File: config.mk
export PLATFORM = sky130hd
export DESIGN_NAME = bus_cycle_seq
export DESIGN_NICKNAME = d
export VERILOG_FILES = /design/src/rtl/bus_seq_pkg.sv /design/src/rtl/bus_phase_ctr.sv /design/src/rtl/bus_strobe_gen.sv /design/src/rtl/bus_rd_capture.sv /design/src/rtl/bus_cycle_seq.sv
export SDC_FILE = /design/constraint.sdc
export NUM_CORES = 1
export LEC_CHECK = 0
export ABC_AREA = 1
export BUFFER_PORTS_ARGS = -buffer_cell sky130_fd_sc_hd__buf_4
export CAP_MARGIN = 25
export CORE_MARGIN = 2
export CORE_UTILIZATION = 47
export CTS_CLUSTER_SIZE = 20
export DETAILED_ROUTE_END_ITERATION = 8
export PLACE_DENSITY = 0.87
export SYNTH_ARGS = -nofsm -noshare
export SYNTH_HDL_FRONTEND = slang
export SYNTH_SLANG_ARGS = --single-unit
File: constraint.sdc
create_clock -name clk -period 2.4 [get_ports clk]
set_clock_uncertainty 0.2 [all_clocks]
set_input_delay 0.12 -clock clk [delete_from_list [all_inputs] [get_ports clk]]
set_output_delay 0.12 -clock clk [all_outputs]
set_load 0.01 [all_outputs]
File: src/rtl/bus_seq_pkg.sv
package bus_seq_pkg;
  localparam int PHASES = 12;
  localparam int PW     = 4;

  typedef enum logic [1:0] {
    CYC_IDLE  = 2'd0,
    CYC_FETCH = 2'd1,
    CYC_READ  = 2'd2,
    CYC_WRITE = 2'd3
  } cyc_kind_t;

  typedef struct packed {
    cyc_kind_t   kind;
    logic        quiet;
    logic [15:0] addr;
    logic [7:0]  wdata;
  } cyc_ctx_t;
endpackage

File: src/rtl/bus_phase_ctr.sv
module bus_phase_ctr
  import bus_seq_pkg::*;
(
  input  logic          clk,
  input  logic          rst_n,
  output logic [PW-1:0] phase_q,
  output logic [PW-1:0] phase_d,
  output logic          last
);
  localparam logic [PW-1:0] LAST_PH = PW'(PHASES - 1);

  assign last    = (phase_q == LAST_PH);
  assign phase_d = last ? '0 : phase_q + PW'(1);

  always_ff @(posedge clk) begin
    if (!rst_n) phase_q <= LAST_PH;
    else        phase_q <= phase_d;
  end

  AST_READY_SINGLE: assert property (@(posedge clk) disable iff (!rst_n)
    last |=> !last);
endmodule

File: src/rtl/bus_strobe_gen.sv
module bus_strobe_gen
  import bus_seq_pkg::*;
#(
  parameter int DW = 8,
  parameter int AW = 16
)(
  input  logic          clk,
  input  logic          rst_n,
  input  logic [PW-1:0] phase_d,
  input  cyc_ctx_t      ctx_d,
  output logic          ale,
  output logic          psen_n,
  output logic          rd_n,
  output logic          wr_n,
  output logic          ad_oe,
  output logic [DW-1:0] ad_out,
  output logic [AW-DW-1:0] addr_hi
);
  localparam int HALF      = PHASES / 2;
  localparam int ALE_W     = 2;
  localparam int ADDR_HOLD = ALE_W + 1;
  localparam int STB_START = ALE_W + 3;
  localparam int STB_LEN   = 6;
  localparam logic [PW-1:0] P_HALF  = PW'(HALF);
  localparam logic [PW-1:0] P_ALEW  = PW'(ALE_W);
  localparam logic [PW-1:0] P_HOLD  = PW'(ADDR_HOLD);
  localparam logic [PW-1:0] P_SBEG  = PW'(STB_START);
  localparam logic [PW-1:0] P_SEND  = PW'(STB_START + STB_LEN - 1);

  logic          slot_b;
  logic [PW-1:0] off;
  logic          is_fetch, is_read, is_write, is_idle;
  logic          ale_d, psen_d, rd_d, wr_d, oe_d;
  logic [DW-1:0] ad_d;
  logic          addr_win, data_win;

  always_comb begin
    slot_b   = (phase_d >= P_HALF);
    off      = slot_b ? phase_d - P_HALF : phase_d;
    is_fetch = (ctx_d.kind == CYC_FETCH);
    is_read  = (ctx_d.kind == CYC_READ);
    is_write = (ctx_d.kind == CYC_WRITE);
    is_idle  = (ctx_d.kind == CYC_IDLE);

    if (off < P_ALEW)
      ale_d = slot_b ? (is_fetch || (is_idle && !ctx_d.quiet))
                     : (!is_idle || !ctx_d.quiet);
    else
      ale_d = 1'b0;

    psen_d = !(is_fetch && off >= P_HOLD);
    rd_d   = !(is_read  && phase_d >= P_SBEG && phase_d <= P_SEND);
    wr_d   = !(is_write && phase_d >= P_SBEG && phase_d <= P_SEND);

    addr_win = !is_idle && off <= P_ALEW && (!slot_b || is_fetch);
    data_win = is_write && phase_d >= P_HOLD;
    oe_d     = addr_win || data_win;
    if (addr_win)
      ad_d = slot_b ? ctx_d.addr[DW-1:0] + DW'(1) : ctx_d.addr[DW-1:0];
    else if (data_win)
      ad_d = ctx_d.wdata;
    else
      ad_d = '0;
  end

  always_ff @(posedge clk) begin
    if (!rst_n) begin
      ale     <= 1'b0;
      psen_n  <= 1'b1;
      rd_n    <= 1'b1;
      wr_n    <= 1'b1;
      ad_oe   <= 1'b0;
      ad_out  <= '0;
      addr_hi <= '0;
    end else begin
      ale     <= ale_d;
      psen_n  <= psen_d;
      rd_n    <= rd_d;
      wr_n    <= wr_d;
      ad_oe   <= oe_d;
      ad_out  <= ad_d;
      addr_hi <= ctx_d.addr[AW-1:DW];
    end
  end

  AST_ALE_MIN_WIDTH: assert property (@(posedge clk) disable iff (!rst_n)
    $rose(ale) |=> ale);
  AST_ALE_MAX_WIDTH: assert property (@(posedge clk) disable iff (!rst_n)
    $fell(ale) |-> $past(ale, 2));
  AST_RDWR_EXCL: assert property (@(posedge clk) disable iff (!rst_n)
    !(!rd_n && !wr_n));
  AST_PSEN_QUIET_DATA: assert property (@(posedge clk) disable iff (!rst_n)
    (!rd_n || !wr_n) |-> psen_n);
  AST_WR_DATA_DRIVEN: assert property (@(posedge clk) disable iff (!rst_n)
    !wr_n |-> ad_oe);
endmodule

File: src/rtl/bus_rd_capture.sv
module bus_rd_capture
  import bus_seq_pkg::*;
#(
  parameter int DW = 8
)(
  input  logic          clk,
  input  logic          rst_n,
  input  logic [PW-1:0] phase_q,
  input  cyc_kind_t     kind_q,
  input  logic [DW-1:0] ad_in,
  output logic          rsp_valid,
  output logic [DW-1:0] rsp_data
);
  localparam logic [PW-1:0] P_FETCH_A = PW'(PHASES / 2 - 1);
  localparam logic [PW-1:0] P_FETCH_B = PW'(PHASES - 1);
  localparam logic [PW-1:0] P_READ    = PW'(9);

  logic take;
  assign take = (kind_q == CYC_FETCH && (phase_q == P_FETCH_A || phase_q == P_FETCH_B))
             || (kind_q == CYC_READ && phase_q == P_READ);

  always_ff @(posedge clk) begin
    if (!rst_n) begin
      rsp_valid <= 1'b0;
      rsp_data  <= '0;
    end else begin
      rsp_valid <= take;
      if (take) rsp_data <= ad_in;
    end
  end

  AST_RSP_ONE_CLOCK: assert property (@(posedge clk) disable iff (!rst_n)
    rsp_valid |=> !rsp_valid);
endmodule

File: src/rtl/bus_cycle_seq.sv
module bus_cycle_seq
  import bus_seq_pkg::*;
(
  input  logic        clk,
  input  logic        rst_n,
  input  logic        ale_off,
  input  logic        req_valid,
  output logic        req_ready,
  input  logic [1:0]  req_kind,
  input  logic [15:0] req_addr,
  input  logic [7:0]  req_wdata,
  output logic        ale,
  output logic        psen_n,
  output logic        rd_n,
  output logic        wr_n,
  output logic [7:0]  ad_out,
  output logic        ad_oe,
  input  logic [7:0]  ad_in,
  output logic [7:0]  addr_hi,
  output logic        rsp_valid,
  output logic [7:0]  rsp_data
);
  logic [PW-1:0] phase_q, phase_d;
  logic          last;
  cyc_ctx_t      ctx_q, ctx_d;

  bus_phase_ctr u_ctr (
    .clk(clk), .rst_n(rst_n),
    .phase_q(phase_q), .phase_d(phase_d), .last(last)
  );

  assign req_ready = last;

  always_comb begin
    ctx_d = ctx_q;
    if (last) begin
      ctx_d.kind  = CYC_IDLE;
      ctx_d.quiet = ale_off;
      if (req_valid) begin
        ctx_d.kind  = req_kind[1] ? CYC_WRITE : (req_kind[0] ? CYC_READ : CYC_FETCH);
        ctx_d.addr  = req_addr;
        ctx_d.wdata = req_wdata;
      end
    end
  end

  always_ff @(posedge clk) begin
    if (!rst_n) ctx_q <= '{kind: CYC_IDLE, quiet: 1'b0, addr: '0, wdata: '0};
    else        ctx_q <= ctx_d;
  end

  bus_strobe_gen #(.DW(8), .AW(16)) u_stb (
    .clk(clk), .rst_n(rst_n), .phase_d(phase_d), .ctx_d(ctx_d),
    .ale(ale), .psen_n(psen_n), .rd_n(rd_n), .wr_n(wr_n),
    .ad_oe(ad_oe), .ad_out(ad_out), .addr_hi(addr_hi)
  );

  bus_rd_capture #(.DW(8)) u_cap (
    .clk(clk), .rst_n(rst_n), .phase_q(phase_q), .kind_q(ctx_q.kind),
    .ad_in(ad_in), .rsp_valid(rsp_valid), .rsp_data(rsp_data)
  );

  AST_HI_STABLE_IN_CYCLE: assert property (@(posedge clk) disable iff (!rst_n)
    !$past(last) |-> $stable(addr_hi));
endmodule

After elaboration in Yosys (flattened, before gate mapping). Index checks and enable logic that the tools add are counted.

Muxes and demuxes: 11. Reduce and logical (&&, ||, !) cells: 25. Add/sub/neg operators: 3. Equality and inequality tests: 8. Magnitude comparators: 7.

Operators by type and width (count): 2-to-1 mux 27 bit (1); 2-to-1 mux 24 bit (1); 2-to-1 mux 8 bit (3); logical AND 1 bit (11); adder 8 x 1 -> 8 bit (second input constant) (1); == test 4 bit (second input constant) (2); greater-or-equal comparator 4 x 2 -> 1 bit (second input constant) (2); greater-or-equal comparator 4 x 3 -> 1 bit (second input constant) (2); 2-to-1 mux 4 bit (2); == test 2 bit (second input constant) (3); logical NOT 1 bit (6); logical OR 1 bit (6); 2-to-1 mux 2 bit (3); adder 4 x 1 -> 4 bit (second input constant) (1); == test 2 x 1 -> 1 bit (second input constant) (2); == test 4 x 3 -> 1 bit (second input constant) (1); less-or-equal comparator 4 x 2 -> 1 bit (second input constant) (1); less-or-equal comparator 4 bit (second input constant) (1); less-than comparator 4 x 2 -> 1 bit (second input constant) (1); subtractor 4 x 3 -> 4 bit (second input constant) (1); logical NOT 2 bit (1); AND reduction 2 bit (1); 2-to-1 mux 1 bit (1).

Register bits: 61. Output and inout bits: 31.

Depth between registers and ports, before layout. Gate-level depths: netlist of the first run.

Depth after elaboration: 9. Depth in mapped cells: 17. Depth with buffers taken out: 17.

Cells and area by module. From an unflattened synthesis of the first run, not the netlist that was laid out.

Cell total of the unflattened synthesis: 430. Area total of the unflattened synthesis: 2950.3 sq um.

By module, submodules not included: bus_cycle_seq (area each 1227.4 sq um, times used 1, seq. area each 540.5 sq um, cells each 174); bus_strobe_gen (area each 1078.5 sq um, times used 1, seq. area each 420.4 sq um, cells each 160); bus_rd_capture (area each 439.2 sq um, times used 1, seq. area each 180.2 sq um, cells each 69); bus_phase_ctr (area each 205.2 sq um, times used 1, seq. area each 80.1 sq um, cells each 27).

Least setup slack after synthesis of the first run. Ideal clock, no wire load.

Kind: reg2reg. Start: register u_ctr.phase_q[0]. End: register u_stb.ad_out[4]. Setup slack: 29 ps. Period minus slack after synthesis: 2371 ps. Data arrival time: 2057 ps. Cell stages (with the launch flop): 17. Cell sequence: dfxtp_1 -> ha_1 -> nand3_4 -> buf_12 -> nand2_1 -> inv_1 -> ha_1 -> nand2_4 -> nand3_4 -> nand2_2 -> inv_2 -> nor2_4 -> nand3_2 -> nand2_1 -> inv_2 -> nand2_1 -> nand2_1.

Cells in the longest elaborated chain, start to end: 8. Elaborated cells on any way between the ends: 22. Classes of those cells: add/sub: 3; order compare: 3; eq/ne: 3; mux: 6; reduce/logical: 7.

RTL lines: start: declaration (line bus_phase_ctr.sv:6) `output logic [PW-1:0] phase_q,`; start signal: assignment (line bus_phase_ctr.sv:17) `else phase_q <= phase_d;`; adder 4 x 1 -> 4 bit / == test 4 bit (equally long branches) (line bus_phase_ctr.sv:13, bus_phase_ctr.sv:12); 2-to-1 mux 4 bit (*) (line bus_phase_ctr.sv:13) `assign phase_d = last ? '0 : phase_q + PW'(1);`; via phase_d[2] (line bus_cycle_seq.sv:23) `logic [PW-1:0] phase_q, phase_d;`; subtractor 4 x 3 -> 4 bit / greater-or-equal comparator 4 x 3 -> 1 bit (equally long branches) (line bus_strobe_gen.sv:39, bus_strobe_gen.sv:38); 2-to-1 mux 4 bit (line bus_strobe_gen.sv:39) `off = slot_b ? phase_d - P_HALF : phase_d;`; less-or-equal comparator 4 x 2 -> 1 bit (line bus_strobe_gen.sv:55) `addr_win = !is_idle && off <= P_ALEW && (!slot_b || is_fetch);`; logical AND 1 bit (2 in series) (line bus_strobe_gen.sv:55); 2-to-1 mux 8 bit (*) (line bus_strobe_gen.sv:58) `if (addr_win)`; end signal: assignment (line bus_strobe_gen.sv:73) `ad_out <= '0;`; end signal: assignment (line bus_strobe_gen.sv:81) `ad_out <= ad_d;`; end: declaration (line bus_strobe_gen.sv:16) `output logic [DW-1:0] ad_out,`.

Mark *: on every way through the listed nets, which the timed path passes. The rest lies on a longest branch. A chain may end at the register's enable or synchronous reset.

Worst setup path after layout of the first run.
Start: register u_ctr.phase_q[0]. End: register u_stb.ad_out[6].

Same word-level chain as after synthesis.

==> run metrics, run 1 <==
status completed; Fin. Hold Viols 0; fin nets 471; adder-cell area share of the yosys netlist 3.58%; Pre-antenna DRT Iters 4; I/O Pins 69; die width 76.2 um; largest family of logic cells by synthesized area simple AND/OR/NAND/NOR gates; Die ar. 0.00580 sq mm; grt ovf 0; worst slew pin tran 600 ps; Worst-Skew Late Latency 310 ps; P per Cell Area 754 mW/mm^2; synthesis-stage register bit count 53; Max Cap Viol 0; Avg WL per Cell 13.6 um; Crit. End Element flop; mux cell area share after synthesis 1.38%; DR vias/cell 4.90; most common library cell in the layout ignoring fill and taps buf_4; Post-synth EDFFs 0; vias in the first global route 2453; Max Fclk 0.436 GHz; Initial Util 48.2%; Async SR Flop Fraction 0%; Worst EP required 2460 ps; Port Buffer Count 68; Critical Path, Cell by Cell buf_4 > inv_1 > ha_4 > ha_4 > nand3b_1 > nand2_1 > nand3_1 > o21ai_2 > nand3_2 > nor2_4 > nand3_1 > nand2_1; clock period minus worst slack 2300 ps; Setup CP Type reg2reg; register area 0.00106 sq mm; overall routing resource usage 23.1%; DRC 0; CTS buffer count 5; gpl congestion 0.822; row count 26; hold depth 4; r2r endpoint u_stb.ad_out[6]$_SDFF_PN0_; Longest Clk Path Bufs 2; compound-cell area share of the yosys netlist 7.87%; Hold Crit Class in2reg; first-pass GRT wire length 11.0 mm; RSZ-0062 raised after global routing no; Syn Area/Cell 7.65 sq um; Post-Route Setup TNS 0 ps; synth unique cells 33; Hold Crit Endpoint ctx_q[8]$_SDFF_PN0_; Starting DRT DRC Count 177; post-route ant nets 0; most frequent cells in the layout 80 x buf_4, 65 x nand2_1, 65 x nor2_1; CP Launch Type flop; hold wc startpoint req_valid; Gate Count Post-Synth 320; predominant post-synthesis flop cell dfxtp_1; initial antenna violation count 0; Routed WL 6.75 mm; slew margin rel. 60.0%; Vias 2437; worst r2r src u_ctr.phase_q[0]$_SDFF_PN1_; Worst Reg-to-Reg Cells 12; core area 0.00507 sq mm; Synth Cell Area 0.00245 sq mm; placed cell areas 0.00299 sq mm; Post-DP HPWL 4.22 mm; Slew Limit Fails 0; LEAKAGE 1.77 nW; FILL cells 386; Final Cycle Share 95.6%; area of the multi-input gates 0.00121 sq mm; Worst-path clk slew 90 ps; Arr. time, crit path 2350 ps; htree depth 2; CTS tree done; largest net degree at the start of global routing 31; CP max FO 7; Max VDD drop 0.000467 V; Die H 76.2 um; slowest stage delay, CP 350 ps; Ys Warns 0; final setup violation count 0; simple-gate area share of the yosys netlist 33.6%; Layout area overhead 43.1%; antenna fix cells 0; design area 0.00350 sq mm; xor/xnor cell area share of the yosys netlist 1.07%; worst reg2reg setup slack 100 ps; Root Driver clkbuf_8; Net Count, Synth 365; Seq/Total Area, Yosys 43.4%; Sink Count 53; CP max stage cell dfxtp_2; ratio of cells with drive above 1 in the final layout 28.3%
-- logic make-up (layout without fill, tap and decap cells) --
group / Yosys count / in the layout
AND/OR/NAND/NOR: 176 / 176
flip-flops: 53 / 53
buffers and inverters: 43 / 150
AO/OA/AOI/OAI: 35 / 35
adder cells (fa/ha/maj): 7 / 7
XOR/XNOR: 3 / 3
multiplexers: 3 / 3
-- metrics by stage --
step	std cells	power, W	hold WS, ps	setup slack [ps]	util [%]
floorplan	320	0.00173	54.9	29.3	-
global placement	450	0.00197	140	181	58.9
detailed placement	450	0.00200	146	36.0	58.9
CTS	494	0.00256	15.5	27.8	67.7
global route	497	0.00279	73.0	8.32	69.0
finish	497	0.00264	22.5	105	69.0
-- registers in the layout (all words and copies together), names as in the netlist --
signal and cells:
u_stb.rd_n 1, u_stb.ad_oe 1, ctx_q 27, u_stb.psen_n 1, u_cap.rsp_data 8, u_stb.wr_n 1, u_stb.ale 1, u_ctr.phase_q 4
u_cap.rsp_valid 1, u_stb.ad_out 8
-- worst max-delay path, delay by kind of cell, from the launching register on --
family	cells	cell delay [ps]
compound gates	1	100
fa+ha+maj	2	440
buf+inv	2	320
flops	1	350
simple gates	7	860
-- how the worst max path moves through the flow --
stage	cells after the start	end	slack [ps]	startpoint
floorplan	16	u_stb.ad_out[4]$_SDFF_PN0_	30	u_ctr.phase_q[0]$_SDFF_PN1_
global placement	13	u_stb.ad_out[7]$_SDFF_PN0_	180	u_ctr.phase_q[0]$_SDFF_PN1_
detailed placement	13	u_stb.ad_out[6]$_SDFF_PN0_	40	u_ctr.phase_q[0]$_SDFF_PN1_
CTS	15	u_stb.ad_out[6]$_SDFF_PN0_	30	u_ctr.phase_q[0]$_SDFF_PN1_
global route	12	u_stb.ad_out[7]$_SDFF_PN0_	8	u_ctr.phase_q[0]$_SDFF_PN1_
finish	12	u_stb.ad_out[6]$_SDFF_PN0_	100	u_ctr.phase_q[0]$_SDFF_PN1_
-- routing by layer --
layer / vias to the layer above / wire length (um) / global-route usage, %
li1: 1217 / - / -
met1: 1141 / 2800 / 26.6
met2: 68 / 3560 / 43.4
met3: 11 / 271 / 3.91
met4: 0 / 117 / 7.09
met5: - / 0 / 0
-- cell type report --
cell class | instances | area share (%)
clock inverters | 1 | 0.214
multi-input cells | 224 | 34.5
clock buffers | 7 | 2.18
inverters | 26 | 2.79
flip-flops and latches | 53 | 30.4
well taps | 70 | 2.50
repair buffers | 116 | 27.4
-- power by group --
part | internal, W | leakage, nW | total, W | switching (W)
Sequential | 0.000996 | 0.432 | 0.00105 | 0.0000589
Combinational | 0.000466 | 1.30 | 0.00109 | 0.000622
Clock | 0.000207 | 0.0385 | 0.000497 | 0.000290
-- synth_stat cells (3+ instances only) --
cell type / n / share of area, %
nand2_1: 65 / 10
nand4_1: 4 / 1.0
dfxtp_1: 53 / 43
nor3_1: 4 / 0.82
o21ai_0: 28 / 5.7
inv_2: 4 / 0.61
xor2_1: 3 / 1.1
nand3b_1: 3 / 0.92
clkbuf_1: 6 / 0.92
nand2_4: 3 / 1.4
or2_2: 3 / 0.77
nor2_1: 66 / 10
nand3_1: 16 / 3.3
inv_1: 21 / 3.2
buf_4: 9 / 2.8
nand2_2: 4 / 1.0
ha_1: 7 / 3.6
-- what timing repair did --
action | 4_1_cts | 5_1_grt
buffers inserted | 0 | 3
pin swaps | 0 | 4
hold endpoints to repair | 36 | 0
hold buffers | 36 | 0
setup endpoints to repair | 1 | 14
gates resized for setup | 1 | 11
Power figures use the tool's default switching activity.
==> inputs of run 2 (changes only) <==
--- a/config.mk
+++ b/config.mk
@@ -9,10 +9,12 @@
 export BUFFER_PORTS_ARGS = -buffer_cell sky130_fd_sc_hd__buf_4
 export CAP_MARGIN = 25
 export CORE_MARGIN = 2
-export CORE_UTILIZATION = 47
+export CORE_UTILIZATION = 55
 export CTS_CLUSTER_SIZE = 20
 export DETAILED_ROUTE_END_ITERATION = 8
-export PLACE_DENSITY = 0.87
+export GPL_TIMING_DRIVEN = 0
+export PLACE_DENSITY = 0.95
+export SKIP_LAST_GASP = 1
 export SYNTH_ARGS = -nofsm -noshare
 export SYNTH_HDL_FRONTEND = slang
 export SYNTH_SLANG_ARGS = --single-unit
==> constraint.sdc (replaced) <==
create_clock -name clk -period 2.8 [get_ports clk]
set_clock_uncertainty 0.2 [all_clocks]
set_input_delay 0.14 -clock clk [delete_from_list [all_inputs] [get_ports clk]]
set_output_delay 0.14 -clock clk [all_outputs]
set_load 0.01 [all_outputs]
==> run 2 against run 1 <==
  * Core utilization up 10 points
  * Critical path depth is 2 higher
  * Hold slack worse by 14 ps
  * Via count is 3.4% higher
  * Largest power group is now registers
==> run metrics, run 2 (synthesized netlist as in run 1, its figures left out) <==
Max Fclk 0.375 GHz (-14%); Final WS setup 131 ps (+26.7 ps); FILL cells 269 (-30%); Final Cycle Share 95.3% (-0.33 points); hold depth 4 (unchanged); Hold Crit Endpoint ctx_q[8]$_SDFF_PN0_; fin nets 470 (-0.21%); CP max stage cell dfxtp_2; Top delay family on crit path simple AND/OR/NAND/NOR gates; r2r endpoint u_stb.ad_out[3]$_SDFF_PN0_; Biggest register ctx_q; P per Cell Area 649 mW/mm^2 (-14%); die width 70.7 um (-7.2%); status completed; Hold Crit Class in2reg; I/O Pins 69 (unchanged); slowest stage delay, CP 390 ps (+40 ps); initial antenna violation count 0 (unchanged); worst r2r src u_ctr.phase_q[0]$_SDFF_PN1_; max reg flops 27 (unchanged); Worst EP required 2860 ps (+400 ps); Setup Fix Bufs, Post-CTS 0 (unchanged); Post-Route Setup TNS 0 ps (unchanged); htree depth 2 (unchanged); CTS tree done; largest net degree at the start of global routing 17 (-45%); register area 0.00106 sq mm (-0.12%); Avg WL per Cell 14.2 um (+4.6%); post-route ant nets 0 (unchanged); Max Cap Viol 0 (unchanged); CP max FO 10 (+3); CP Buf/Inv Count 2 (unchanged); Sink Count 53 (unchanged); Port Buffer Count 68 (unchanged); Crit. End Element flop; Layout area overhead 39.8%; Tot Pwr 0.00222 W (-16%); Slew Limit Fails 0 (unchanged); clock period minus worst slack 2670 ps (+373 ps); most used cell, CP nand2_1; Critical Path, Cell by Cell ha_2 > nand3_4 > buf_12 > nand2_1 > inv_1 > ha_2 > nand3b_1 > nand2_1 > nand3_1 > o21ai_2 > nand3_2 > nor2_4 > nand3_1 > nand2_1; Place WS 145 ps (+109 ps); most frequent cells in the layout 77 x buf_4, 66 x nor2_1, 65 x nand2_1; Pre-antenna DRT Iters 6 (+2); overall routing resource usage 27.8% (+4.7 points); biggest regs ctx_q: 27 flops, u_cap.rsp_data: 8 flops, u_stb.ad_out: 8 flops; worst reg2reg setup slack 130 ps (+30 ps); Worst Reg-to-Reg Cells 14 (+2); DR vias/cell 5.27 (+7.5%); Routed WL 6.79 mm (+0.61%); area of the multi-input gates 0.00117 sq mm (-2.8%); Fin Hold WS 8.73 ps (-13.8 ps); Post-DP HPWL 4.14 mm (-1.9%); Worst-path clk slew 90 ps (about the same); Fin. Hold Viols 0 (unchanged); vias in the first global route 2486 (+1.3%); Setup CP Type reg2reg; row count 24 (-7.7%); hold wc startpoint req_valid; CTS buffer count 5 (unchanged); gpl congestion 0.888 (+8.0%); Die ar. 0.00500 sq mm (-14%); LEAKAGE 1.75 nW (-0.94%); Longest Clk Path Bufs 2 (unchanged); Vias 2519 (+3.4%); worst slew pin tran 527 ps (-72.8 ps); RSZ-0062 raised after global routing no; first-pass GRT wire length 11.1 mm (+0.93%); Root Driver clkbuf_8; Die H 70.7 um (-7.2%); core area 0.00432 sq mm (-15%); antenna fix cells 0 (unchanged); Starting DRT DRC Count 183 (+3.4%); CP Launch Type flop; grt ovf 0 (unchanged); Arr. time, crit path 2730 ps (+380 ps); Initial Util 56.6% (+8.4 points); slew margin rel. 64.9% (+4.9 points); Worst-Skew Late Latency 310 ps (about the same); Max VDD drop 0.000477 V (+2.2%); ratio of cells with drive above 1 in the final layout 27.5% (-0.87 points); most common library cell in the layout ignoring fill and taps buf_4; final setup violation count 0 (unchanged); DRC 0 (unchanged)
## run 2: cell types whose count changed in the layout (fill, tap and decap cells not counted), sizes merged
cell	delta
dlygate4sd3	-6
inv	+1
buf	-1
clkinv	+1
clkbuf	+5
clkinvlp	-1
## run 2: stage by stage
step | instance area (sq um) | utilization [%] | instances
finish | 3420 | 79.1 | 478
global route | 3420 | 79.1 | 478
CTS | 3410 | 78.8 | 478
detailed placement | 3020 | 69.9 | 440
global placement | 3020 | 69.9 | 440
floorplan | 2450 | - | 320
## run 2: layout make-up
type | instances | area share (%)
flip-flops and latches | 53 | 31.1
repair buffers | 98 | 23.7
well taps | 52 | 1.90
clock inverters | 2 | 0.402
clock buffers | 6 | 2.12
multi-input cells | 224 | 34.3
plain buffers | 17 | 3.66
inverters | 26 | 2.85
## run 2: routing by layer
layer	GRT usage [%]	vias up	wire length (um)
met1	32.9	1189	2720
met2	50.9	101	3560
li1	-	1214	-
met3	3.70	15	389
met5	0	-	0
met4	10.7	0	122
## run 2: worst register-to-register path, delay by kind of cell, from the launching register on
| kind | cells | cell delay, ps |
|---|---|---|
| adders and majority gates | 2 | 450 |
| DFF | 1 | 390 |
| buffers and inverters | 2 | 290 |
| AOI/OAI and AO/OA | 1 | 100 |
| and+or+nand+nor | 9 | 1170 |
## run 2: where the power goes
| group | internal, W | switching (W) |
|---|---|---|
| logic | 0.000365 | 0.000519 |
| clock network | 0.000179 | 0.000256 |
| registers | 0.000853 | 0.0000513 |
## run 2: repair_timing
action,4_1_cts,5_1_grt
gates resized for setup,0,5
hold endpoints to repair,31,0
hold buffers,30,0
endpoints found under the setup margin,0,8
## run 2: how the worst max path moves through the flow
stage | startpoint | endpoint | slack (ps) | depth (start not counted)
6_report | u_ctr.phase_q[0]$_SDFF_PN1_ | u_stb.ad_out[3]$_SDFF_PN0_ | 130 | 14
5_1_grt | u_ctr.phase_q[1]$_SDFF_PN1_ | u_stb.ad_out[2]$_SDFF_PN0_ | 30 | 14
4_1_cts | u_ctr.phase_q[0]$_SDFF_PN1_ | u_stb.ad_out[2]$_SDFF_PN0_ | 80 | 16
3_5_place_dp | u_ctr.phase_q[0]$_SDFF_PN1_ | u_stb.ad_out[3]$_SDFF_PN0_ | 150 | 14
3_3_place_gp | u_ctr.phase_q[0]$_SDFF_PN1_ | u_stb.ad_out[3]$_SDFF_PN0_ | 200 | 15
2_1_floorplan | u_ctr.phase_q[0]$_SDFF_PN1_ | u_stb.ad_out[4]$_SDFF_PN0_ | 430 | 16
==> inputs of run 3 (changes only) <==
--- a/config.mk
+++ b/config.mk
@@ -5,11 +5,12 @@
 export SDC_FILE = /design/constraint.sdc
 export NUM_CORES = 1
 export LEC_CHECK = 0
-export ABC_AREA = 1
 export BUFFER_PORTS_ARGS = -buffer_cell sky130_fd_sc_hd__buf_4
 export CAP_MARGIN = 25
+export CELL_PAD_IN_SITES_DETAIL_PLACEMENT = 1
+export CELL_PAD_IN_SITES_GLOBAL_PLACEMENT = 2
 export CORE_MARGIN = 2
-export CORE_UTILIZATION = 55
+export CORE_UTILIZATION = 33
 export CTS_CLUSTER_SIZE = 20
 export DETAILED_ROUTE_END_ITERATION = 8
 export GPL_TIMING_DRIVEN = 0
==> run 3 against run 2 <==
  * Synthesized cell count decreased by 0.31%
  * Sequential cell count stayed put
  * Hold slack better by 12 ps
  * Sequential power is 6.4% lower
  * Routed wire length up 27%
  * Total power up 1.5%
  * Clock-buffer cell count stayed put
  * Global-route usage shrank 7.6 points
==> run metrics, run 3 <==
hold wc startpoint req_addr[5]; CTS tree done; Pre-antenna DRT Iters 4 (-2); row count 32 (+33%); Post-synth EDFFs 0 (unchanged); Worst-path clk slew 110 ps (+20 ps); largest net degree at the start of global routing 17 (unchanged); CP Launch Type flop; vias in the first global route 2850 (+15%); Ys Warns 0 (unchanged); Max VDD drop 0.000212 V (-56%); Async SR Flop Fraction 0% (unchanged); post-layout util 51.0% (-28 points); DRC 0 (unchanged); Root Driver clkbuf_8; Tot Pwr 0.00226 W (+1.5%); slew margin rel. 62.0% (-2.9 points); Die H 94.2 um (+33%); Hold Crit Class in2reg; post-route ant nets 0 (unchanged); Yosys top cell by area dfxtp_1; I/O Pins 69 (unchanged); Hold Crit Endpoint ctx_q[13]$_SDFF_PN0_; predominant post-synthesis flop cell dfxtp_1; antenna fix cells 0 (unchanged); most frequent cells in the layout 88 x buf_4, 64 x nand2_1, 50 x dfxtp_1; Max Cap Viol 0 (unchanged); Port Buffer Count 68 (unchanged); worst reg2reg setup slack 50 ps (-80 ps); RSZ-0062 raised after global routing yes; Worst-Skew Late Latency 310 ps (about the same); cell with the most instances after synthesis nand2_1; worst slew pin tran 570 ps (+42.8 ps); Longest Clk Path Bufs 2 (unchanged); Gate Count Post-Synth 319 (-0.31%); Die ar. 0.00888 sq mm (+78%); die width 94.2 um (+33%); status completed; Starting DRT DRC Count 52 (-72%); ratio of cells with drive above 1 in the final layout 29.7% (+2.2 points); htree depth 2 (unchanged); Layout area overhead 48.2%; first-pass GRT wire length 14.2 mm (+27%); CP max FO 10 (unchanged); hold depth 3 (-1); Max Fclk 0.364 GHz (-2.8%); CTS buffer count 5 (unchanged); worst r2r src u_ctr.phase_q[2]$_SDFF_PN0_; Vias 2645 (+5.0%); synthesis-stage register bit count 53 (unchanged); initial antenna violation count 0 (unchanged); fin nets 482 (+2.6%); post-synth top area share 39.5% (-3.9 points); Fin. Hold Viols 0 (unchanged); Syn Area/Cell 8.43 sq um (+10%); gpl congestion 0.840 (-5.5%); Routed WL 8.62 mm (+27%); Post-DP HPWL 5.44 mm (+31%); Fin Hold WS 20.5 ps (+11.8 ps); DR vias/cell 4.90 (-7.1%); Sink Count 53 (unchanged); Initial Util 34.4% (-22 points); synth cell count leaders 64 x nand2_1, 53 x dfxtp_1, 19 x mux2i_1, 17 x inv_1, 17 x nor2b_1; Net Count, Synth 364 (-0.27%); most common library cell in the layout ignoring fill and taps buf_4; Slew Limit Fails 0 (unchanged); Worst Reg-to-Reg Cells 12 (-2); max reg flops 27 (unchanged); Worst EP required 2830 ps (-30 ps); Setup CP Type reg2reg; final setup violation count 0 (unchanged); biggest regs ctx_q: 27 flops, u_cap.rsp_data: 8 flops, u_stb.ad_out: 8 flops; Biggest register ctx_q; Area contributors post-synth dfxtp_1 39%, nand2_1 8.9%, mux2i_1 7.1%, nor2b_1 4.0%, ha_1 3.3%; Avg WL per Cell 16.0 um (+12%); Arr. time, crit path 2770 ps (+40 ps); Crit. End Element flop; Seq/Total Area, Yosys 39.5% (-3.9 points); r2r endpoint u_stb.ad_out[3]$_SDFF_PN0_; LEAKAGE 1.77 nW (+0.74%); Synth Cell Area 0.00269 sq mm (+9.8%); clock period minus worst slack 2750 ps (+77.3 ps); P per Cell Area 566 mW/mm^2 (-13%); synth unique cells 43 (+30%); core area 0.00781 sq mm (+81%); overall routing resource usage 20.2% (-7.6 points); grt ovf 0 (unchanged); Final Cycle Share 98.1% (+2.8 points)
-- run 3: area by class of cell --
cell class | count | area, sq um
repair buffers | 111 | 926
multi-input cells | 224 | 1520
flip-flops and latches | 53 | 1070
clock inverters | 2 | 13.8
inverters | 17 | 63.8
well taps | 102 | 128
fillers | 934 | 3820
plain buffers | 25 | 188
clock buffers | 6 | 72.6
-- run 3: cells by family (layout without fill, tap and decap cells) --
logic type,count (synthesis),in the layout,share of synthesized area (%)
buffers and inverters,43,161,8.01
XOR/XNOR,10,10,3.26
AND/OR/NAND/NOR,133,134,24.6
AO/OA/AOI/OAI,54,54,14.3
adder cells (fa/ha/maj),7,7,3.26
multiplexers,19,19,7.08
flip-flops,53,53,39.5
-- run 3: timing repair --
action / 4_1_cts / 5_1_grt
resized for setup: 18 / 7
buffers inserted: 10 / 1
hold buffers: 32 / 0
setup endpoints to repair: 11 / 9
hold endpoints to repair: 33 / 0
pin swaps: 8 / 6
cloned: 1 / 0
-- run 3: critical path: stages (launching register included) --
cell,delay (ps)
dfxtp_2,330
buf_6,130
buf_8,140
nor2b_4,130
or2_4,240
ha_4,180
o21a_1,140
a211o_1,250
or2_1,230
buf_6,140
mux2i_4,190
nand3_4,150
o32ai_2,210
-- run 3: worst max-delay path by stage --
stage                                            from                    endpoint  slack [ps]
after global placement    u_ctr.phase_q[1]$_SDFF_PN1_  u_stb.ad_out[2]$_SDFF_PN0_        -470
after detailed placement  u_ctr.phase_q[1]$_SDFF_PN1_  u_stb.ad_out[0]$_SDFF_PN0_        -530
final                     u_ctr.phase_q[2]$_SDFF_PN0_  u_stb.ad_out[3]$_SDFF_PN0_          50
after global routing      u_ctr.phase_q[1]$_SDFF_PN1_  u_stb.ad_out[3]$_SDFF_PN0_         -30
after CTS                 u_ctr.phase_q[0]$_SDFF_PN1_  u_stb.ad_out[3]$_SDFF_PN0_           1
after floorplan           u_ctr.phase_q[1]$_SDFF_PN1_  u_stb.ad_out[0]$_SDFF_PN0_           2
-- run 3: per-stage QoR --
step	setup TNS (ps)	worst slack, ps	instance area (sq um)	instances
finish	0	53.8	3980	540
global route	-31.5	-31.5	3980	540
CTS	0	1.16	3960	539
detailed placement	-4670	-534	3390	489
global placement	-4060	-471	3390	489
floorplan	0	1.65	2750	319
-- run 3: report_power, final --
group / switching [W] / internal (W) / leakage, nW
logic: 0.000495 / 0.000467 / 1.29
clock network: 0.000269 / 0.000179 / 0.0456
registers: 0.0000314 / 0.000815 / 0.432
total: 0.000795 / 0.00146 / 1.77
-- run 3: metal layers --
layer,vias to the layer above,track usage (%),wire [um]
li1,1299,-,-
met1,1255,24.7,3800
met2,74,35.8,4200
met3,17,4.01,439
met4,0,5.43,182
met5,-,0,0
